[config.mk]
export PLATFORM = sky130hd
export DESIGN_NAME = event_counter_status
export DESIGN_NICKNAME = d
export VERILOG_FILES = /design/src/rtl/evc_pkg.sv /design/src/rtl/evc_cfg_reg.sv /design/src/rtl/evc_event_cnt.sv /design/src/rtl/evc_stat_drv.sv /design/src/rtl/event_counter_status.sv
export SDC_FILE = /design/constraint.sdc
export NUM_CORES = 1
export LEC_CHECK = 0
export CAP_MARGIN = 25
export CORE_MARGIN = 10
export CORE_UTILIZATION = 51
export CTS_BUF_LIST = sky130_fd_sc_hd__clkbuf_2 sky130_fd_sc_hd__clkbuf_4 sky130_fd_sc_hd__clkbuf_8
export DETAILED_ROUTE_END_ITERATION = 10
export PLACE_DENSITY = 0.75
export SYNTH_ARGS = -nofsm -noshare
export SYNTH_HDL_FRONTEND = slang
export SYNTH_SLANG_ARGS = --single-unit
[constraint.sdc]
create_clock -name clk -period 1.87 [get_ports clk]
set_input_delay 0.374 -clock clk [delete_from_list [all_inputs] [get_ports clk]]
set_output_delay 0.374 -clock clk [all_outputs]
set_load 0.01 [all_outputs]
[src/rtl/evc_pkg.sv]
package evc_pkg;

    localparam int CTL_W = 10;

    typedef enum logic [1:0] {
        SRC_IDLE   = 2'b00,
        SRC_ERROR  = 2'b01,
        SRC_TERM   = 2'b10,
        SRC_FOLLOW = 2'b11
    } stat_src_e;

    typedef struct packed {
        logic      dir_down;
        logic      hold_zero;
        logic      pad_hi;
        stat_src_e src;
        logic      err_mask;
        logic      tristate;
        logic      pad_en;
        logic      in_hi;
        logic      spare;
    } ctl_t;

    function automatic logic term_hit(input logic [7:0] c, input logic down);
        return down ? (c == 8'h00) : (c == 8'hFF);
    endfunction

    function automatic logic pol_apply(input logic v, input logic hi);
        return hi ? v : ~v;
    endfunction

endpackage

[src/rtl/evc_cfg_reg.sv]
module evc_cfg_reg
    import evc_pkg::*;
(
    input  logic clk,
    input  logic rst,
    input  logic shift_i,
    input  logic sin_i,
    input  logic update_i,
    output logic sout_o,
    output ctl_t ctl_o
);

    logic [CTL_W-1:0] stage_q;
    ctl_t             ctl_q;

    always_ff @(posedge clk) begin
        if (rst) begin
            stage_q <= '0;
            ctl_q   <= '0;
        end else begin
            if (shift_i)
                stage_q <= {sin_i, stage_q[CTL_W-1:1]};
            if (update_i)
                ctl_q <= ctl_t'(stage_q);
        end
    end

    assign sout_o = stage_q[0];
    assign ctl_o  = ctl_q;

    AST_CTL_ONLY_ON_UPDATE: assert property (@(posedge clk) disable iff (rst)
        !update_i |=> $stable(ctl_q));

endmodule

[src/rtl/evc_event_cnt.sv]
module evc_event_cnt
    import evc_pkg::*;
#(
    parameter int CNT_W  = 8,
    parameter int SYNC_N = 2
) (
    input  logic             clk,
    input  logic             rst,
    input  logic             evt_i,
    input  logic             in_hi,
    input  logic             dir_down,
    input  logic             hold_zero,
    output logic [CNT_W-1:0] count_o,
    output logic             evt_level_o
);

    localparam int CHAIN = SYNC_N + 1;

    logic [CHAIN-1:0] chain_q;
    logic [CNT_W-1:0] cnt_q;
    logic             now_lvl, prev_lvl, step, at_zero, frozen;

    always_ff @(posedge clk) begin
        if (rst) chain_q <= '0;
        else     chain_q <= {chain_q[CHAIN-2:0], evt_i};
    end

    assign now_lvl  = pol_apply(chain_q[SYNC_N-1], in_hi);
    assign prev_lvl = pol_apply(chain_q[SYNC_N], in_hi);
    assign step     = now_lvl & ~prev_lvl;
    assign at_zero  = (cnt_q == '0);
    assign frozen   = dir_down & hold_zero & at_zero;

    always_ff @(posedge clk) begin
        if (rst)
            cnt_q <= '0;
        else if (step && !frozen)
            cnt_q <= dir_down ? cnt_q - 1'b1 : cnt_q + 1'b1;
    end

    assign count_o     = cnt_q;
    assign evt_level_o = now_lvl;

    AST_UP_STEP: assert property (@(posedge clk) disable iff (rst)
        step && !dir_down |=> cnt_q == CNT_W'($past(cnt_q) + 1'b1));
    AST_DOWN_STEP: assert property (@(posedge clk) disable iff (rst)
        step && dir_down && !(hold_zero && at_zero) |=> cnt_q == CNT_W'($past(cnt_q) - 1'b1));
    AST_HOLD_ZERO: assert property (@(posedge clk) disable iff (rst)
        step && dir_down && hold_zero && at_zero |=> cnt_q == '0);
    AST_NO_EDGE_NO_MOVE: assert property (@(posedge clk) disable iff (rst)
        !step |=> $stable(cnt_q));

endmodule

[src/rtl/evc_stat_drv.sv]
module evc_stat_drv
    import evc_pkg::*;
#(
    parameter int CNT_W = 8
) (
    input  logic             clk,
    input  logic             rst,
    input  ctl_t             ctl,
    input  logic             err_i,
    input  logic             err_strobe_i,
    input  logic [CNT_W-1:0] count_i,
    input  logic             evt_level_i,
    output logic             pad_o,
    output logic             pad_oe_o
);

    logic err_q, active, level;

    always_ff @(posedge clk) begin
        if (rst)               err_q <= 1'b0;
        else if (err_strobe_i) err_q <= err_i;
    end

    always_comb begin
        unique case (ctl.src)
            SRC_IDLE:   active = 1'b0;
            SRC_ERROR:  active = err_q & ~ctl.err_mask;
            SRC_TERM:   active = term_hit(count_i, ctl.dir_down);
            SRC_FOLLOW: active = evt_level_i;
            default:    active = 1'b0;
        endcase
    end

    assign level = pol_apply(active, ctl.pad_hi);

    always_comb begin
        if (!ctl.pad_en) begin
            pad_oe_o = 1'b0;
            pad_o    = level & ctl.tristate;
        end else if (ctl.tristate) begin
            pad_oe_o = 1'b1;
            pad_o    = level;
        end else begin
            pad_oe_o = ~level;
            pad_o    = 1'b0;
        end
    end

    AST_ERR_LATCH_HOLD: assert property (@(posedge clk) disable iff (rst)
        !err_strobe_i |=> $stable(err_q));
    AST_OD_DRIVES_LOW: assert property (@(posedge clk) disable iff (rst)
        pad_oe_o && !ctl.tristate |-> !pad_o);
    AST_OFF_RELEASED: assert property (@(posedge clk) disable iff (rst)
        !ctl.pad_en |-> !pad_oe_o);

endmodule

[src/rtl/event_counter_status.sv]
module event_counter_status
    import evc_pkg::*;
#(
    parameter int CNT_W  = 8,
    parameter int SYNC_N = 2
) (
    input  logic             clk,
    input  logic             rst,
    input  logic             cfg_shift,
    input  logic             cfg_sin,
    input  logic             cfg_update,
    output logic             cfg_sout,
    input  logic             err_in,
    input  logic             err_strobe,
    input  logic             evt_in,
    output logic [CNT_W-1:0] count_o,
    output logic             stat_o,
    output logic             stat_oe
);

    ctl_t ctl;
    logic evt_level;

    evc_cfg_reg u_cfg (
        .clk(clk), .rst(rst), .shift_i(cfg_shift), .sin_i(cfg_sin),
        .update_i(cfg_update), .sout_o(cfg_sout), .ctl_o(ctl)
    );

    evc_event_cnt #(.CNT_W(CNT_W), .SYNC_N(SYNC_N)) u_cnt (
        .clk(clk), .rst(rst), .evt_i(evt_in), .in_hi(ctl.in_hi),
        .dir_down(ctl.dir_down), .hold_zero(ctl.hold_zero),
        .count_o(count_o), .evt_level_o(evt_level)
    );

    evc_stat_drv #(.CNT_W(CNT_W)) u_drv (
        .clk(clk), .rst(rst), .ctl(ctl), .err_i(err_in),
        .err_strobe_i(err_strobe), .count_i(count_o),
        .evt_level_i(evt_level), .pad_o(stat_o), .pad_oe_o(stat_oe)
    );

    AST_RESET_CLEARS: assert property (@(posedge clk)
        rst |=> count_o == '0 && !stat_oe);

endmodule

### After elaboration in Yosys (flattened, before gate mapping)

Index checks and enable logic that the tools add are counted.

| storage, ports and cells | value |
|---|---|
| register bits | 31 |
| output and inout bits | 11 |

| operators by class | value |
|---|---|
| add/sub/neg operators | 2 |
| eq/ne operators | 4 |
| muxes and demuxes | 10 |
| bitwise gates (word level) | 11 |
| reduce and logical (&&, ||, !) cells | 4 |

Operator list:

| kind | count |
|---|---|
| adder 8 x 1 -> 8 bit (second input constant) | 1 |
| == test 8 bit (second input constant) | 1 |
| logical NOT 8 bit | 1 |
| 2-to-1 mux 1 bit | 8 |
| 2-to-1 mux 8 bit | 1 |
| subtractor 8 x 1 -> 8 bit (second input constant) | 1 |
| NOT 1 bit | 6 |
| AND 1 bit | 5 |
| == test 2 bit (second input constant) | 2 |
| case mux 1 bit (4 select lines) | 1 |
| == test 2 x 1 -> 1 bit (second input constant) | 1 |
| logical NOT 2 bit | 1 |
| logical AND 1 bit | 1 |
| logical NOT 1 bit | 1 |

### Depth between registers and ports, before layout

| logic depth | value |
|---|---|
| depth after elaboration | 8 |
| depth in mapped cells | 7 |
| mapped depth without buffers | 7 |

### Hierarchy

A second synthesis with hierarchy kept.

| second synthesis, totals | value |
|---|---|
| cell total of the unflattened synthesis | 170 |
| area total of the unflattened synthesis | 1686.6 um^2 |

By module, submodules not included:

| module | times used | cells each | area an instance (um^2) | seq. area each (um^2) |
|---|---|---|---|---|
| evc_event_cnt | 1 | 83 | 798.3 | 220.2 |
| evc_cfg_reg | 1 | 64 | 705.7 | 400.4 |
| evc_stat_drv | 1 | 23 | 182.7 | 20.0 |

### Worst setup path before layout

OpenSTA, ideal clock, no wires.

| timing | value |
|---|---|
| kind | register -> register |
| start | register u_cfg.ctl_q, in the netlist u_cfg.ctl_o[9] |
| end | register u_cnt.cnt_q[7], in the netlist u_cnt.count_o[7] |
| data arrival time | 1928 ps |
| required time | 1802 ps |
| path slack | -125 ps |
| cell stages (with the launch flop) | 7 |
| path buffers | 0 |
| cells stage by stage | dfxtp_1 ha_1 a211oi_1 o211ai_1 and3_1 or4_1 a21oi_2 |

| on the way | value |
|---|---|
| longest elaborated chain between the ends | 4 |
| elaborated cells between the ends (all ways) | 5 |
| those cells by class | 1 x mux; 2 x bitwise; 2 x reduce/logical |

Ends and longest elaborated chain:

| element | line | source |
|---|---|---|
| from (decl) | evc_cfg_reg.sv:14 | `ctl_t ctl_q;` |
| from (signal assigned) | evc_cfg_reg.sv:24 | `ctl_q <= ctl_t'(stage_q);` |
| AND 1 bit (2 in series) | evc_event_cnt.sv:32 | `assign frozen = dir_down & hold_zero & at_zero;` |
| logical NOT 1 bit | evc_event_cnt.sv:37 | `else if (step && !frozen)` |
| logical AND 1 bit | evc_event_cnt.sv:37 |  |
| to (signal assigned) | evc_event_cnt.sv:38 | `cnt_q <= dir_down ? cnt_q - 1'b1 : cnt_q + 1'b1;` |
| to (decl) | evc_event_cnt.sv:20 | `logic [CNT_W-1:0] cnt_q;` |

Parallel ways exist; a longest one is shown, timed or not.
A chain may end at the register's enable or synchronous reset.

### Worst setup path after layout

| timing | value |
|---|---|
| start | register u_cnt.cnt_q[3], in the netlist u_cnt.count_o[3] |
| end | output port stat_o |

| on the way | value |
|---|---|
| longest elaborated chain between the ends | 7 |
| elaborated cells between the ends (all ways) | 9 |
| those cells by class | 1 x eq/ne; 5 x mux; 2 x bitwise; 1 x reduce/logical |

Ends and longest elaborated chain:

| element | line | source |
|---|---|---|
| == test 8 bit or logical NOT 8 bit (tied branches) | evc_pkg.sv:25 | `return down ? (c == 8'h00) : (c == 8'hFF);` |
| 2-to-1 mux 1 bit * | evc_pkg.sv:25 |  |
| case mux 1 bit (4 select lines) * | evc_stat_drv.sv:25 | `unique case (ctl.src)` |
| NOT 1 bit | evc_pkg.sv:29 | `return hi ? v : ~v;` |
| 2-to-1 mux 1 bit * | evc_pkg.sv:29 |  |
| AND 1 bit or 2-to-1 mux 1 bit (tied branches) | evc_stat_drv.sv:39, evc_stat_drv.sv:40 |  |
| 2-to-1 mux 1 bit * | evc_stat_drv.sv:37 | `if (!ctl.pad_en) begin` |
| to (decl) | event_counter_status.sv:17 | `output logic stat_o,` |

Mark *: on every way between the ends. The rest lies on a longest branch, timed or not.

==> impl_metrics.json <==
{
  "outcome": "finished, violations left",
  "violations": "setup timing",
  "fin_crit_ns": 2.321,
  "netlist_instances": 163,
  "synthAdderAreaFrac": 0.06189,
  "end_kind": "primary output",
  "layoutNonFillerInstCount": 245,
  "synth_top_area_cell": "dfxtp_1",
  "utilization": 0.7793,
  "cp.buffers_inverters": 2,
  "die_y_um": 74.89,
  "async_flop_share": 0,
  "ys_warn_count": 0,
  "final_max_slew_viol_count": 0,
  "synth.most_common_cell": "dfxtp_1",
  "setup_tns_ns": -1.468,
  "r2r_start": "u_cfg.ctl_o[9]",
  "yosysSeqAreaShare": 0.4039,
  "grt_pass1_wl_um": 6244,
  "route.detailed.drc": 0,
  "cp-start-kind": "register",
  "grt-ovfl-total": 0,
  "max-vdd-ir-drop_mv": 0.5885,
  "portBuffers": 18,
  "cpPeakStageDelay_ns": 0.33,
  "antenna_found_initial": 0,
  "synth_nets": 178,
  "initial_core_util": 0.5431,
  "critPathTopFamily": "compound AO/OA/AOI/OAI gates",
  "first_pass_iters": 4,
  "cts_buffers": 5,
  "slowest_stage": "dfxtp_2",
  "place.gp.congestion": 0.8342,
  "yosys.area.top_type_share": 0.4039,
  "die_w_um": 74.89,
  "synth.area.mux_share": 0.1726,
  "swShare": 0.2111,
  "clkTransAtPathRegs_ns": 0.09,
  "netlist_area_um2": 1536,
  "clockBufferDepth": 2,
  "dp_hpwl_um": 2701,
  "worstSetupPathType": "reg -> out",
  "die_area_um2": 5609,
  "synth.avg_cell_area_um2": 9.426,
  "gr-usage-all-layers": 0.1411,
  "synth_cell_type_count": 40,
  "p_int_mw": 1.053,
  "n_antenna_cell": 0,
  "clock-sinks": 31,
  "synth_common_cells": "dfxtp_1 (31), nor2_1 (29), mux2i_1 (25)",
  "synth-edff-count": 0,
  "grt_pass1_vias": 1417,
  "cts_tree": "yes",
  "ios": 19,
  "r2r_slack_ns": -0.16,
  "postRouteAntennaNets": 0,
  "routed_wl_um": 3793,
  "routedWlPerCell_um": 15.48,
  "p_seq_frac": 0.507,
  "min-delay-start": "u_cnt.chain_q[0]",
  "layout-drive-gt1-share": 0.3271,
  "clkPwrFrac": 0.399,
  "finalNetCount": 228,
  "synth.area.top_cells": "dfxtp_1 (40%), mux2i_1 (16%), nor2_1 (7.1%)",
  "synth_xor_area_frac": 0.02850,
  "cts-root-buf": "clkbuf_4",
  "vias_per_cell": 5.571,
  "fin_skew_ns": 0.005862,
  "fin_crit_sh": 1.241,
  "areaGrowthSynthToFinish_pct": 43.49,
  "place_inst": 232,
  "worst_slack_ns": -0.4511,
  "synth_top_family_by_area": "multiplexers",
  "yosys_register_bits": 31,
  "power_density_nw_per_um2": 605.5,
  "cp_max_fo": 2,
  "finalHoldViolCount": 0,
  "pwr-share-comb": 0.095,
  "slew_headroom": 0.6050,
  "critical_path.cell_chain": "buf_4 > and4_2 > a41o_1 > o21a_2 > or3_4 > a21oi_2 > buf_2",
  "switchingPower_mw": 0.2818,
  "core_um2": 2829,
  "hp-class": "reg -> reg",
  "crit_start": "u_cnt.count_o[3]",
  "insertion_delay_ns": 0.32,
  "vias": 1365,
  "crit_arrival_ns": 1.95,
  "htreeDepth": 2,
  "rsz0062_at_grt": "yes",
  "clock.fmax_ghz": 0.4308,
  "crit_required_ns": 1.50,
  "drv_cap": 0,
  "synth_flop_cell": "dfxtp_1",
  "grt_max_degree": 30,
  "synth_compound_area_frac": 0.1287,
  "yosys.area_share.simple": 0.1702,
  "rows": 19,
  "worstMarginPinSlew_ns": 0.5879,
  "leakage_nw": 1.021,
  "drt_iter0_drc": 69,
  "setup_viol": 10
}
routing by layer:
metal / part of all wire / routed length (µm) / vias up / track usage
met5: 0 / 0 / - / 0
met4: 0.011 / 40 / 0 / 0.04202
met3: 0.049 / 185 / 7 / 0.04993
met2: 0.49 / 1860 / 24 / 0.2343
met1: 0.45 / 1707 / 662 / 0.1672
li1: - / - / 672 / -
cells by family (layout without fill, tap and decap cells):
logic type | count (synthesis) | in the layout
adder cells (fa/ha/maj) | 7 | 7
AND/OR/NAND/NOR | 53 | 53
AO/OA/AOI/OAI | 29 | 29
multiplexers | 26 | 26
flip-flops | 31 | 31
XOR/XNOR | 5 | 5
buffers and inverters | 12 | 63
registers in the layout, indices dropped and copies added, names as in the netlist:
signal / count
u_drv.err_q: 1
u_cfg.ctl_o: 9
u_cnt.count_o: 8
u_cfg.stage_q: 10
u_cnt.chain_q: 3
path summary, 6_finish.rpt:
kind,endpoint,cells after the start
min,u_cnt.chain_q[1],1
max,stat_o,7
max reg2reg,u_cnt.count_o[7],7
min reg2reg,u_cnt.chain_q[1],1
worst reg2reg max path: stages (launching register included):
cell	delay (ns)
dfxtp_2	0.36
buf_6	0.17
ha_4	0.23
a211oi_4	0.24
o211ai_1	0.13
and3_1	0.20
or4_4	0.49
a21oi_2	0.14
layout by cell type, fill, tap and decap left out, drive strengths merged, types with 2 or more instances in the layout:
cell type and instances:
a21o 2, a21oi 9, and3 3, buf 33
clkbuf 6, clkdlybuf4s50 15, dfxtp 31, ha 6
inv 6, mux2i 25, nand2 4, nor2 29
nor2b 4, nor3 3, o211ai 2, o21a 2
o21ai 5, or3 3, or4 2, xnor2 3
xor2 2
power by group through the flow:
stage | Sequential [mW] | Combinational, mW | Clock (mW)
after global placement | 0.690 | 0.105 | 0
after detailed placement | 0.691 | 0.109 | 0
after CTS | 0.676 | 0.117 | 0.546
final | 0.676 | 0.126 | 0.532
after global routing | 0.677 | 0.137 | 0.577
after floorplan | 0.692 | 0.0611 | 0
through the flow:
stage | total power, mW | area (µm²) | hold WS (ns) | worst slack [ns]
3_3_place_gp | 0.7956 | 1946 | 0.4263 | -0.4902
4_1_cts | 1.339 | 2118 | 0.4624 | -0.5703
3_5_place_dp | 0.7997 | 1946 | 0.4453 | -0.6124
5_1_grt | 1.391 | 2205 | 0.4696 | -0.5548
2_1_floorplan | 0.7530 | 1549 | 0.4138 | -0.001092
6_report | 1.335 | 2205 | 0.4559 | -0.4511
timing repair:
item,4_1_cts,5_1_grt
pin swaps,13,14
buffers inserted,4,5
gates resized for setup,21,16
endpoints found under the setup margin,10,12
hold buffers,0,0
area by class of cell:
type	count	area [µm²]
clock inverters	2	35.03
flip-flops and latches	31	626.9
multi-input cells	120	989.7
fillers	202	624.3
repair buffers	49	440.4
clock buffers	6	51.30
well taps	31	38.79
inverters	6	22.52
Note: power is estimated with default switching activity, not from simulation.
